==> config.mk <==
export PLATFORM = sky130hd
export DESIGN_NAME = fpr_round_unit
export DESIGN_NICKNAME = d
export VERILOG_FILES = /design/src/rtl/fpr_pkg.sv /design/src/rtl/fpr_decide.sv /design/src/rtl/fpr_adjust.sv /design/src/rtl/fpr_pack.sv /design/src/rtl/fpr_round_unit.sv
export SDC_FILE = /design/constraint.sdc
export NUM_CORES = 1
export LEC_CHECK = 0
export BUFFER_PORTS_ARGS = -buffer_cell sky130_fd_sc_hd__buf_2
export CAP_MARGIN = 15
export CORE_ASPECT_RATIO = 2
export CORE_MARGIN = 5
export CORE_UTILIZATION = 50
export DETAILED_ROUTE_END_ITERATION = 10
export GPL_ROUTABILITY_DRIVEN = 1
export PLACE_DENSITY = 0.9
export SETUP_SLACK_MARGIN = 0.02
export SLEW_MARGIN = 20
export SYNTH_ARGS = -nofsm -noshare
export SYNTH_HDL_FRONTEND = slang
export SYNTH_SLANG_ARGS = --single-unit
==> constraint.sdc <==
create_clock -name clk -period 6.4 [get_ports clk]
set_input_delay 1.28 -clock clk [delete_from_list [all_inputs] [get_ports clk]]
set_output_delay 1.28 -clock clk [all_outputs]
set_load 0.005 [all_outputs]
==> src/rtl/fpr_pkg.sv <==
package fpr_pkg;

  typedef enum logic [1:0] {
    RM_NEAR = 2'b00,
    RM_ZERO = 2'b01,
    RM_POS  = 2'b10,
    RM_NEG  = 2'b11
  } rmode_e;

  // Decide whether the magnitude grows by one ULP.
  function automatic logic want_increment(rmode_e mode, logic sgn, logic lsb,
                                          logic g, logic r, logic s);
    logic any_lost;
    any_lost = g | r | s;
    unique case (mode)
      RM_NEAR: want_increment = g & (r | s | lsb);
      RM_ZERO: want_increment = 1'b0;
      RM_POS:  want_increment = ~sgn & any_lost;
      RM_NEG:  want_increment = sgn & any_lost;
      default: want_increment = 1'b0;
    endcase
  endfunction

  // On masked overflow: 1 selects infinity, 0 selects the largest finite value.
  function automatic logic ovf_goes_inf(rmode_e mode, logic sgn);
    unique case (mode)
      RM_NEAR: ovf_goes_inf = 1'b1;
      RM_ZERO: ovf_goes_inf = 1'b0;
      RM_POS:  ovf_goes_inf = ~sgn;
      RM_NEG:  ovf_goes_inf = sgn;
      default: ovf_goes_inf = 1'b1;
    endcase
  endfunction

endpackage

==> src/rtl/fpr_decide.sv <==
module fpr_decide
  import fpr_pkg::*;
(
  input  logic   sign,
  input  logic   lsb,
  input  logic   guard,
  input  logic   rnd,
  input  logic   sticky,
  input  rmode_e mode,
  output logic   incr,
  output logic   lost
);

  always_comb begin
    incr = want_increment(mode, sign, lsb, guard, rnd, sticky);
    lost = guard | rnd | sticky;
  end

endmodule

==> src/rtl/fpr_adjust.sv <==
module fpr_adjust #(
  parameter int EXP_W = 10,
  parameter int SIG_W = 24
) (
  input  logic signed [EXP_W-1:0] exp_in,
  input  logic        [SIG_W-1:0] sig_in,
  input  logic                    incr,
  output logic        [SIG_W-1:0] sig_out,
  output logic signed [EXP_W:0]   exp_out,
  output logic                    carry
);

  localparam int SUM_W = SIG_W + 1;

  logic [SUM_W-1:0] sum;

  always_comb begin
    sum     = {1'b0, sig_in} + {{SIG_W{1'b0}}, incr};
    carry   = sum[SUM_W-1];
    sig_out = carry ? sum[SUM_W-1:1] : sum[SIG_W-1:0];
    exp_out = {exp_in[EXP_W-1], exp_in} + {{EXP_W{1'b0}}, carry};
  end

endmodule

==> src/rtl/fpr_pack.sv <==
module fpr_pack
  import fpr_pkg::*;
#(
  parameter int EXP_W    = 10,
  parameter int FRAC_W   = 23,
  parameter int EW_OUT   = 8,
  parameter int TRAP_ADJ = 192
) (
  input  logic                      sign,
  input  logic signed [EXP_W:0]     exp_r,
  input  logic        [FRAC_W-1:0]  frac_r,
  input  rmode_e                    mode,
  input  logic                      trap_en,
  input  logic                      lost,
  output logic [EW_OUT+FRAC_W:0]    word,
  output logic                      ovf,
  output logic                      inexact,
  output logic                      trap
);

  localparam int EXP_TOP = (1 << EW_OUT) - 1;
  localparam logic signed [EXP_W:0] TOP_S = (EXP_W+1)'(EXP_TOP);
  localparam logic signed [EXP_W:0] ADJ_S = (EXP_W+1)'(TRAP_ADJ);

  logic signed [EXP_W:0]          trap_exp;
  logic [EW_OUT+FRAC_W:0]         w_inf, w_max, w_norm, w_trap;

  always_comb begin
    ovf      = (exp_r >= TOP_S);
    trap_exp = exp_r - ADJ_S;
    w_inf    = {sign, {EW_OUT{1'b1}}, {FRAC_W{1'b0}}};
    w_max    = {sign, {(EW_OUT-1){1'b1}}, 1'b0, {FRAC_W{1'b1}}};
    w_norm   = {sign, exp_r[EW_OUT-1:0], frac_r};
    w_trap   = {sign, trap_exp[EW_OUT-1:0], frac_r};
    trap     = ovf & trap_en;
    inexact  = lost | (ovf & ~trap_en);
    if (!ovf)         word = w_norm;
    else if (trap_en) word = w_trap;
    else              word = ovf_goes_inf(mode, sign) ? w_inf : w_max;
  end

endmodule

==> src/rtl/fpr_round_unit.sv <==
module fpr_round_unit
  import fpr_pkg::*;
#(
  parameter int EXP_W    = 10,
  parameter int FRAC_W   = 23,
  parameter int EW_OUT   = 8,
  parameter int TRAP_ADJ = 192,
  parameter bit REG_OUT  = 1'b1
) (
  input  logic                        clk,
  input  logic                        rst_n,
  input  logic                        in_valid,
  input  logic                        in_sign,
  input  logic signed [EXP_W-1:0]     in_exp,
  input  logic        [FRAC_W:0]      in_sig,
  input  logic                        in_guard,
  input  logic                        in_round,
  input  logic                        in_sticky,
  input  logic        [1:0]           rnd_mode,
  input  logic                        ovf_trap_en,
  output logic                        out_valid,
  output logic [EW_OUT+FRAC_W:0]      out_word,
  output logic                        out_ovf,
  output logic                        out_inexact,
  output logic                        out_trap
);

  localparam int SIG_W  = FRAC_W + 1;
  localparam int WORD_W = 1 + EW_OUT + FRAC_W;

  rmode_e                 mode;
  logic                   ev_incr;
  logic                   ev_lost;
  logic                   ev_carry;
  logic [SIG_W-1:0]       sig_r;
  logic signed [EXP_W:0]  exp_r;
  logic [WORD_W-1:0]      c_word;
  logic                   c_ovf, c_inexact, c_trap;

  assign mode = rmode_e'(rnd_mode);

  fpr_decide u_decide (
    .sign  (in_sign),
    .lsb   (in_sig[0]),
    .guard (in_guard),
    .rnd   (in_round),
    .sticky(in_sticky),
    .mode  (mode),
    .incr  (ev_incr),
    .lost  (ev_lost)
  );

  fpr_adjust #(.EXP_W(EXP_W), .SIG_W(SIG_W)) u_adjust (
    .exp_in (in_exp),
    .sig_in (in_sig),
    .incr   (ev_incr),
    .sig_out(sig_r),
    .exp_out(exp_r),
    .carry  (ev_carry)
  );

  fpr_pack #(.EXP_W(EXP_W), .FRAC_W(FRAC_W), .EW_OUT(EW_OUT),
             .TRAP_ADJ(TRAP_ADJ)) u_pack (
    .sign   (in_sign),
    .exp_r  (exp_r),
    .frac_r (sig_r[FRAC_W-1:0]),
    .mode   (mode),
    .trap_en(ovf_trap_en),
    .lost   (ev_lost),
    .word   (c_word),
    .ovf    (c_ovf),
    .inexact(c_inexact),
    .trap   (c_trap)
  );

  generate
    if (REG_OUT) begin : g_reg
      always_ff @(posedge clk) begin
        if (!rst_n) begin
          out_valid   <= 1'b0;
          out_word    <= '0;
          out_ovf     <= 1'b0;
          out_inexact <= 1'b0;
          out_trap    <= 1'b0;
        end else begin
          out_valid <= in_valid;
          if (in_valid) begin
            out_word    <= c_word;
            out_ovf     <= c_ovf;
            out_inexact <= c_inexact;
            out_trap    <= c_trap;
          end
        end
      end

      // output valid trails input valid by one clock
      a_r11_valid_delay: assert property (@(posedge clk) disable iff (!rst_n)
        out_valid == $past(in_valid));
      // a registered trap request always comes with a registered overflow
      a_r9_trap_has_ovf: assert property (@(posedge clk) disable iff (!rst_n)
        out_trap |-> out_ovf);
    end else begin : g_comb
      always_comb begin
        out_valid   = in_valid;
        out_word    = c_word;
        out_ovf     = c_ovf;
        out_inexact = c_inexact;
        out_trap    = c_trap;
      end
    end
  endgenerate

  // toward zero never changes significand or exponent
  a_r2_zero_truncates: assert property (@(posedge clk) disable iff (!rst_n)
    (in_valid && mode == RM_ZERO) |-> (!ev_carry && sig_r == in_sig));
  // a carry leaves the fraction all zero
  a_r5_carry_clears: assert property (@(posedge clk) disable iff (!rst_n)
    ev_carry |-> (sig_r[FRAC_W-1:0] == '0 && ev_incr));
  // a trap request needs both overflow and the enable
  a_r9_trap_gated: assert property (@(posedge clk) disable iff (!rst_n)
    c_trap |-> (c_ovf && ovf_trap_en));
  // a masked overflow yields an exponent field of 254 or 255
  a_r7_masked_range: assert property (@(posedge clk) disable iff (!rst_n)
    (c_ovf && !ovf_trap_en) |-> (c_word[WORD_W-2 -: EW_OUT] >= EW_OUT'((1 << EW_OUT) - 2)));
  // a masked overflow is always inexact
  a_r10_masked_inexact: assert property (@(posedge clk) disable iff (!rst_n)
    (c_ovf && !ovf_trap_en) |-> c_inexact);
  // directed modes never grow a magnitude when nothing was lost
  a_r3_no_grow_exact: assert property (@(posedge clk) disable iff (!rst_n)
    (!ev_lost) |-> !ev_incr);

endmodule

==> results.toml, run 1 <==
[run_status]
outcome = "finished, final reports clean"

[route]
via_count = 2522
routedWlPerCell_um = 16.2
drt-initial-drc-count = 109
ant_nets = 0
drcViolationCount = 0
via_per_inst = 6.08
dr.pass1.iters = 4
routed_wl_um = 6710

[timing]
hold_slack_ns = 0.466
maxSlewHeadroom_pct = 45.2
rsz0062_at_grt = "no"
worst_slack_ns = 0.719
worstMarginPinSlew_ns = 0.814
skew_ns = 0
setup_viol = 0
finalMaxSlewViolations = 0
fin_tns_setup_ns = 0
fin_crit_sh_pct = 88.8
fmax_ghz = 0.176
final.min_clock_period_ns = 5.68
hold_violations = 0

[job]
max_cap_violations = 0

[yosys]
yosysWarnings = 0
synth-compound-area-share_pct = 26.4
synthSimpleGateAreaFrac_pct = 21.8
synth-edff-count = 0
synth_cell_type_count = 47
synth_area_per_cell_um2 = 7.78
synthCells = 286
synth_area_leaders = "dfxtp_1 (32%), o21ai_0 (8.1%), a21oi_1 (6.3%), nand3_1 (5.8%), xnor2_1 (5.1%)"
ys.flop_type = "dfxtp_1"
synth_top_cell_by_area = "dfxtp_1"
synth_top_family_by_area = "compound AO/OA/AOI/OAI gates"
synth_xor_area_share_pct = 10.2
async_flop_share_pct = 0
synth-seq-cells = 36
netlist_area_um2 = 2230
synthMuxAreaShare_pct = 1.57
synthAdderAreaFrac_pct = 2.81
synth_top_area_share_pct = 32.4
ys_seq_area_share_pct = 32.4
syn_nets = 335

[cells_and_area]
area_growth_syn_to_layout_pct = 23.0
num_antenna_cells = 0
final_util_pct = 63.1
final_common_cell = "buf_2"
fillerInstances = 421
finalNetCount = 410
drive_gt1_share_pct = 26.9
final_cell_mix = "buf_2 (79), o21ai_0 (36), dfxtp_1 (36), a21oi_1 (28), nand3_1 (26)"

[pwr]
power_frac_seq_pct = 48.4
switching_share_pct = 29.5
intPower_w = 0.000362
finalPower_w = 0.000514
p_switching_w = 0.000152
ir_worst_vdd_mv = 0.123
clkPwrFrac_pct = 30.1
combPwrFrac_pct = 21.5
leakagePower_nw = 1.21
powerDensity_nw_per_um2 = 188

[worst_setup_path]
setup.worst_path.end_class = "flop"
cp_common_cell = "ha_1"
cp.arrival_ns = 5.89
path_max_fanout = 18
reg2reg_from = "out_word[27]"
r2r-end = "out_word[27]"
worst-setup-path-type = "in2reg"
critPathLaunchType = "input port"
r2r_cells = 2
rrSetupSlack_ns = 5.56
cpMaxStageDelayCell = "nor4_1"
max_stage_delay_ns = 0.46
required_ns = 6.61
path_cells = "buf_2 > nor3_1 > nor2_1 > o221ai_1 > a21oi_1 > ha_1 > ha_1 > nand3_2 > nor4_1 > nor4b_2 > ha_1 > ha_1 > nand3_1 > nor2_1 > xnor2_1 > inv_1 > ha_1 > a311o_1 > a22oi_2 > buf_4 > buf_4 > o211ai_1 > a21oi_1"

[floorplan]
io_pins = 80
die_height_um = 104
rows = 34
start_util_pct = 51.3
fp.coreArea_um2 = 4340
die_w_um = 57.2
dieArea_um2 = 5970

[clocking]
postCtsSetupBuffers = 0
root_buffer = "clkbuf_8"
cts_tree = "yes"
clk_pin_slew_ns = 0.07
cts_max_path_buffers = 2
insertion_delay_ns = 0.29
htree_levels = 2
numCtsBuffers = 5
cts_sinks = 36

[global_route]
antenna_found_initial = 0
overflow = 0
track_usage_pct = 22.9
grt_max_degree = 43
grt_first_pass_wirelength_um = 11000
grt_pass1_vias = 2452

[placement]
io_buffers = 79
hpwl_um = 5190
gp_congestion = 0.968
pre_cts_ws_ns = 0.301

[worst_hold_path]
holdPathStages = 2
hold_class = "reg2reg"
holdPathEnd = "out_ovf"
hp-start = "out_ovf"
==> registers in the layout, indices dropped and copies added, names as in the netlist <==
register,flops
out_valid,1
out_word,32
out_inexact,1
out_ovf,1
out_trap,1
==> worst max-delay path by stage <==
stage	from	slack, ns	end
after floorplan	in_sticky	1.18	out_word[10]
after global placement	in_sticky	0.58	out_word[8]
after detailed placement	in_sticky	0.30	out_word[4]
after CTS	in_sticky	0.57	out_word[4]
after global routing	in_sticky	0.21	out_word[8]
final	in_round	0.72	out_word[4]
==> layer usage <==
| layer | global-route usage [%] | wire [um] | part of all wire, % |
|---|---|---|---|
| met5 | 0 | 0 | 0 |
| met4 | 14.9 | 393 | 5.9 |
| met3 | 3.98 | 514 | 7.7 |
| met2 | 41.0 | 3550 | 53 |
| met1 | 23.1 | 2250 | 34 |
==> power by group through the flow <==
stage | registers, W | clock network (W) | logic, W
after floorplan | 0.000255 | 0 | 0.0000538
after detailed placement | 0.000254 | 0 | 0.000110
after global placement | 0.000253 | 0 | 0.000107
final | 0.000249 | 0.000155 | 0.000111
after global routing | 0.000251 | 0.000167 | 0.000123
after CTS | 0.000249 | 0.000159 | 0.000110
==> Yosys cell counts, types with 2 or more instances <==
master	instances
a21boi_0	2
a21oi_1	28
a311oi_1	2
a31oi_1	7
and3_1	2
and3b_1	2
and4_1	4
buf_2	7
clkbuf_1	7
dfxtp_1	36
ha_1	5
inv_1	12
mux2i_1	2
nand2_1	19
nand2b_1	2
nand3_1	26
nand4_1	4
nor2_1	16
nor3_1	4
nor4_1	2
o211ai_1	11
o21ai_0	36
or2_2	2
xnor2_1	13
xor2_1	13
==> cell families (layout without fill, tap and decap cells) <==
| kind of cell | Yosys count | in the layout |
|---|---|---|
| AOI/OAI and AO/OA | 98 | 98 |
| xor gates and xnor gates | 26 | 26 |
| adders and majority gates | 5 | 5 |
| buffers and inverters | 26 | 101 |
| DFF | 36 | 36 |
| muxes | 3 | 3 |
| and+or+nand+nor | 92 | 92 |
==> through the flow <==
step	instances	cell area, um2
floorplan	286	2230
global placement	408	2650
detailed placement	408	2650
CTS	415	2730
global route	415	2740
finish	415	2740
==> worst max-delay path, delay by kind of cell <==
kind | cells | cell delay, ns
simple gates | 7 | 1.49
compound gates | 6 | 1.03
fa+ha+maj | 5 | 1.23
buf+inv | 4 | 0.66
xor+xnor | 1 | 0.18
==> timing repair <==
item / CTS / global route
setup endpoints to repair: 0 / 2
gates resized for setup: 0 / 1
hold buffers: 0 / 0
==> area by class of cell <==
cell class	count	area (um2)	share of cell area (%)
clock buffers	5	68.8	2.51
multi-input cells	224	1410	51.3
flip-flops and latches	36	721	26.3
well taps	54	67.6	2.47
repair buffers	82	418	15.3
inverters	12	45.0	1.65
clock inverters	2	12.5	0.457
No activity file was read; power rests on OpenSTA's default activity.
==> run 2: changes to the inputs <==
- PLACE_DENSITY: 0.9 -> not set
- PLACE_DENSITY_LB_ADDON: not set -> 0.05
==> run 2 against run 1 <==
Compared with the run above:
- via count fell by 4.1%
- clock-buffer cell count rose by 3
- global-route usage down 1.2 points
- critical endpoint is now out_word[18]
- register-to-register slack better by 0.05 ns
- largest cell class unchanged
- clock skew did not move
- cell area about the same
==> results.toml, run 2 (synthesis results as in run 1) <==
[cells_and_area]
stdcell_area_um2 = 2740
final_common_cell = "buf_2"
drive_gt1_share_pct = 26.2
area_growth_syn_to_layout_pct = 23.1
num_antenna_cells = 0
finalNetCount = 410
final_cell_mix = "buf_2 (79), o21ai_0 (36), dfxtp_1 (36), a21oi_1 (28), nand3_1 (26)"
final_util_pct = 63.1
largest_register_ffs = 32
fillerInstances = 437
regMostFlops = "out_word"

[worst_setup_path]
critPathLaunchType = "input port"
cp_top_family = "simple AND/OR/NAND/NOR gates"
max_stage_delay_ns = 0.55
path_cells = "buf_2 > nor3_1 > nor2_1 > o221ai_1 > a21oi_1 > ha_1 > ha_1 > nand3_2 > nor4_1 > nor4b_1 > ha_1 > ha_1 > nand3_1 > nor2_1 > xnor2_1 > inv_1 > ha_1 > a311o_1 > a22oi_2 > buf_4 > o21a_1 > buf_4 > a21oi_1"
cp_common_cell = "ha_1"
worst-setup-path-type = "in2reg"
cpMaxStageDelayCell = "nor4b_1"
path_max_fanout = 23
critPathBufInv = 4
required_ns = 6.56
setup.worst_path.end_class = "flop"
cp.arrival_ns = 5.95

[clocking]
cts_resized = 0
clk_pin_slew_ns = 0.07
htree_levels = 2
numCtsBuffers = 5
cts_max_path_buffers = 2
root_buffer = "clkbuf_8"
cts_sinks = 36
insertion_delay_ns = 0.28
cts_tree = "yes"
holdBufCountCts = 0
postCtsSetupBuffers = 0

[floorplan]
fp.coreArea_um2 = 4340
io_pins = 80
dieArea_um2 = 5970
rows = 34
die_w_um = 57.2
start_util_pct = 51.3
die_height_um = 104

[worst_hold_path]
hold_class = "reg2reg"

[timing]
fin_crit_sh_pct = 90.5
finalMaxSlewViolations = 0
maxSlewHeadroom_pct = 49.9
fin_tns_setup_ns = 0
skew_ns = 0
fmax_ghz = 0.173
setup_viol = 0
worstMarginPinSlew_ns = 0.745
final.min_clock_period_ns = 5.79
hold_slack_ns = 0.470
rsz0062_at_grt = "no"
hold_violations = 0

[global_route]
track_usage_pct = 21.6
grt_first_pass_wirelength_um = 10500
grt_pass1_vias = 2397
antenna_found_initial = 0
grt_max_degree = 43
overflow = 0

[route]
drt-initial-drc-count = 89
routedWlPerCell_um = 15.1
via_count = 2419
dr.pass1.iters = 4
routed_wl_um = 6270
drcViolationCount = 0
via_per_inst = 5.81
ant_nets = 0

[run_status]
outcome = "finished, final reports clean"

[pwr]
powerDensity_nw_per_um2 = 191
leakagePower_nw = 1.21
ir_worst_vdd_mv = 0.168

[placement]
hpwl_um = 4720
gp_congestion = 0.885
dpl_cell_area_um2 = 2650
io_buffers = 79

[job]
max_cap_violations = 0
run 2: cell types whose count changed in the layout (fill, tap and decap cells not counted):
cell | before | now
clkinv_2 | 1 | 0
clkinvlp_4 | 1 | 0
clkbuf_8 | 5 | 6
nor4b_2 | 1 | 0
clkbuf_1 | 0 | 2
nor4b_1 | 0 | 1
run 2: path summary, 6_finish.rpt:
path                                endpoint  cells past startpoint  slack [ns]          from
worst max-delay path            out_word[18]                     23        0.61     in_sticky
worst min-delay path                 out_ovf                      2        0.47       out_ovf
worst max register to register  out_word[23]                      2        5.61  out_word[23]
worst min register to register       out_ovf                      2        0.47       out_ovf
run 2: final cells by class:
type                    count  area [um2]  area share [%]
clock buffers               8        90.1            3.29
multi-input cells         224        1400            51.1
inverters                  12        45.0            1.64
flip-flops and latches     36         721            26.3
repair buffers             82         418            15.3
well taps                  54        67.6            2.47
run 2: through the flow:
stage          cells  setup WS, ns  power, W
4_1_cts          416         0.627  0.000531
5_1_grt          416         0.147  0.000552
6_report         416         0.611  0.000524
3_3_place_gp     408         0.547  0.000360
3_5_place_dp     408         0.345  0.000361
2_1_floorplan    286          1.18  0.000309
run 2: power by group:
group	switching, W	internal [W]
registers	0.00000725	0.000241
clock network	0.0000809	0.0000879
logic	0.0000595	0.0000477
total	0.000148	0.000376
run 2: metal layers:
layer | global-route usage [%] | wire length, um | vias to the layer above
li1 | - | - | 1201
met2 | 41.3 | 3440 | 86
met1 | 22.0 | 2350 | 1124
met4 | 8.62 | 85 | 0
met3 | 3.73 | 396 | 8
met5 | 0 | 0 | -
run 2: worst register-to-register path, delay by kind of cell (launching register included):
| family | cells | cell delay [ns] |
|---|---|---|
| AO/OA/AOI/OAI | 2 | 0.33 |
| flip-flops | 1 | 0.36 |
==> run 3: changes to the inputs <==
- CORE_ASPECT_RATIO: 2 -> not set
- PLACE_DENSITY: not set -> 0.77
- PLACE_DENSITY_LB_ADDON: 0.05 -> not set
- RECOVER_POWER: not set -> 50
==> run 3 against run 2 <==
Compared with the run above:
- the run now ends with max-capacitance violations, max-slew violations left
- highest routed layer unchanged
- critical path type unchanged
- die area decreased by 1.4%
- largest power group unchanged
- first-iteration DRC count is 70% higher
- clock-buffer cell count is 1 lower
==> results.toml, run 3 (synthesis results as in run 1) <==
[timing]
fin_tns_setup_ns = 0
finalMaxSlewViolations = 43
rsz0062_at_grt = "no"
hold_violations = 0
fmax_ghz = 0.180
maxSlewHeadroom_pct = -2.53
worstMarginPinSlew_ns = 1.54
fin_crit_sh_pct = 86.7
final.min_clock_period_ns = 5.55
setup_viol = 0
skew_ns = 0

[clocking]
clk_pin_slew_ns = 0.07
cts_resized = 0
root_buffer = "clkbuf_8"
postCtsSetupBuffers = 0
cts_max_path_buffers = 2
holdBufCountCts = 0
cts_tree = "yes"
htree_levels = 2
insertion_delay_ns = 0.29
numCtsBuffers = 5
cts_sinks = 36

[job]
max_cap_violations = 1

[global_route]
grt_max_degree = 43
grt_pass1_vias = 2217
antenna_found_initial = 0
grt_first_pass_wirelength_um = 10200
track_usage_pct = 20.6
overflow = 0

[floorplan]
io_pins = 80
start_util_pct = 51.5
dieArea_um2 = 5890
die_height_um = 76.7
fp.coreArea_um2 = 4320
rows = 24
die_w_um = 76.7

[worst_setup_path]
required_ns = 6.57
path_max_fanout = 23
setup.worst_path.end_class = "flop"
critPathLaunchType = "input port"
worst-setup-path-type = "in2reg"
cp.arrival_ns = 5.72

[route]
routedWlPerCell_um = 14.7
drcViolationCount = 0
via_per_inst = 5.76
via_count = 2391
routed_wl_um = 6090
dr.pass1.iters = 4
drt-initial-drc-count = 151
ant_nets = 0

[cells_and_area]
finalNetCount = 411
drive_gt1_share_pct = 20.4
stdcell_area_um2 = 2720
final_cell_mix = "buf_2 (56), o21ai_0 (36), dfxtp_1 (36), a21oi_1 (28), nand3_1 (26)"
area_growth_syn_to_layout_pct = 22.2
largest_register_ffs = 32
regMostFlops = "out_word"
final_common_cell = "buf_2"
num_antenna_cells = 0

[placement]
hpwl_um = 4560
gp_congestion = 0.988
dpl_cell_area_um2 = 2660
io_buffers = 79

[pwr]
leakagePower_nw = 1.13
ir_worst_vdd_mv = 0.0899
powerDensity_nw_per_um2 = 192

[run_status]
violations = "max-capacitance violations, max-slew violations"
outcome = "finished, violations left"

[worst_hold_path]
hold_class = "reg2reg"
-- run 3: worst paths after layout --
check               startpoint           end  slack, ns  cells past startpoint
hold reg to reg        out_ovf       out_ovf       0.46                      2
setup reg to reg  out_word[24]  out_word[24]       5.58                      2
hold / removal         out_ovf       out_ovf       0.46                      2
setup / recovery   rnd_mode[0]  out_word[21]       0.85                     22
-- run 3: power by group --
part | total [W] | internal, W | switching [W]
combinational | 0.000105 | 0.0000453 | 0.0000601
sequential | 0.000249 | 0.000241 | 0.00000786
clock | 0.000169 | 0.0000874 | 0.0000816
total | 0.000523 | 0.000373 | 0.000150
-- run 3: worst max-delay path: stages --
cell      delay [ns]
buf_2           0.12
nor2_1          0.10
o221ai_1        0.11
a21oi_1         0.14
ha_1            0.23
ha_1            0.21
nand3_2         0.15
nor4_1          0.43
nor4b_1         0.28
buf_4           0.17
ha_1            0.24
ha_1            0.32
nand3_1         0.19
nor2_1          0.15
xnor2_1         0.17
inv_1           0.08
ha_1            0.19
a311o_1         0.31
a22oi_2         0.31
o21a_1          0.16
buf_4           0.26
a21oi_1         0.11
-- run 3: per-stage QoR --
step,utilization [%],cells,power (W),hold WS (ns),worst slack [ns]
global placement,61.4,407,0.000359,0.452,0.786
detailed placement,61.4,407,0.000361,0.455,0.589
global route,62.9,415,0.000554,0.525,0.282
CTS,63.6,415,0.000530,0.466,0.892
floorplan,-,286,0.000309,0.461,1.18
finish,62.9,415,0.000523,0.464,0.849
-- run 3: metal layers --
metal | GRT usage [%] | vias up | wire length, um
li1 | - | 1203 | -
met1 | 27.1 | 1078 | 2710
met2 | 32.6 | 96 | 2760
met3 | 4.22 | 14 | 502
met4 | 8.92 | 0 | 127
met5 | 0 | - | 0
-- run 3: final cells by class --
cell class	instances	area, um2
Multi-Input combinational cell	224	1400
Timing Repair Buffer	83	397
Clock buffer	7	86.3
Inverter	12	45.0
Tap cell	52	65.1
Clock inverter	1	7.51
Fill cell	421	1600
Sequential cell	36	721
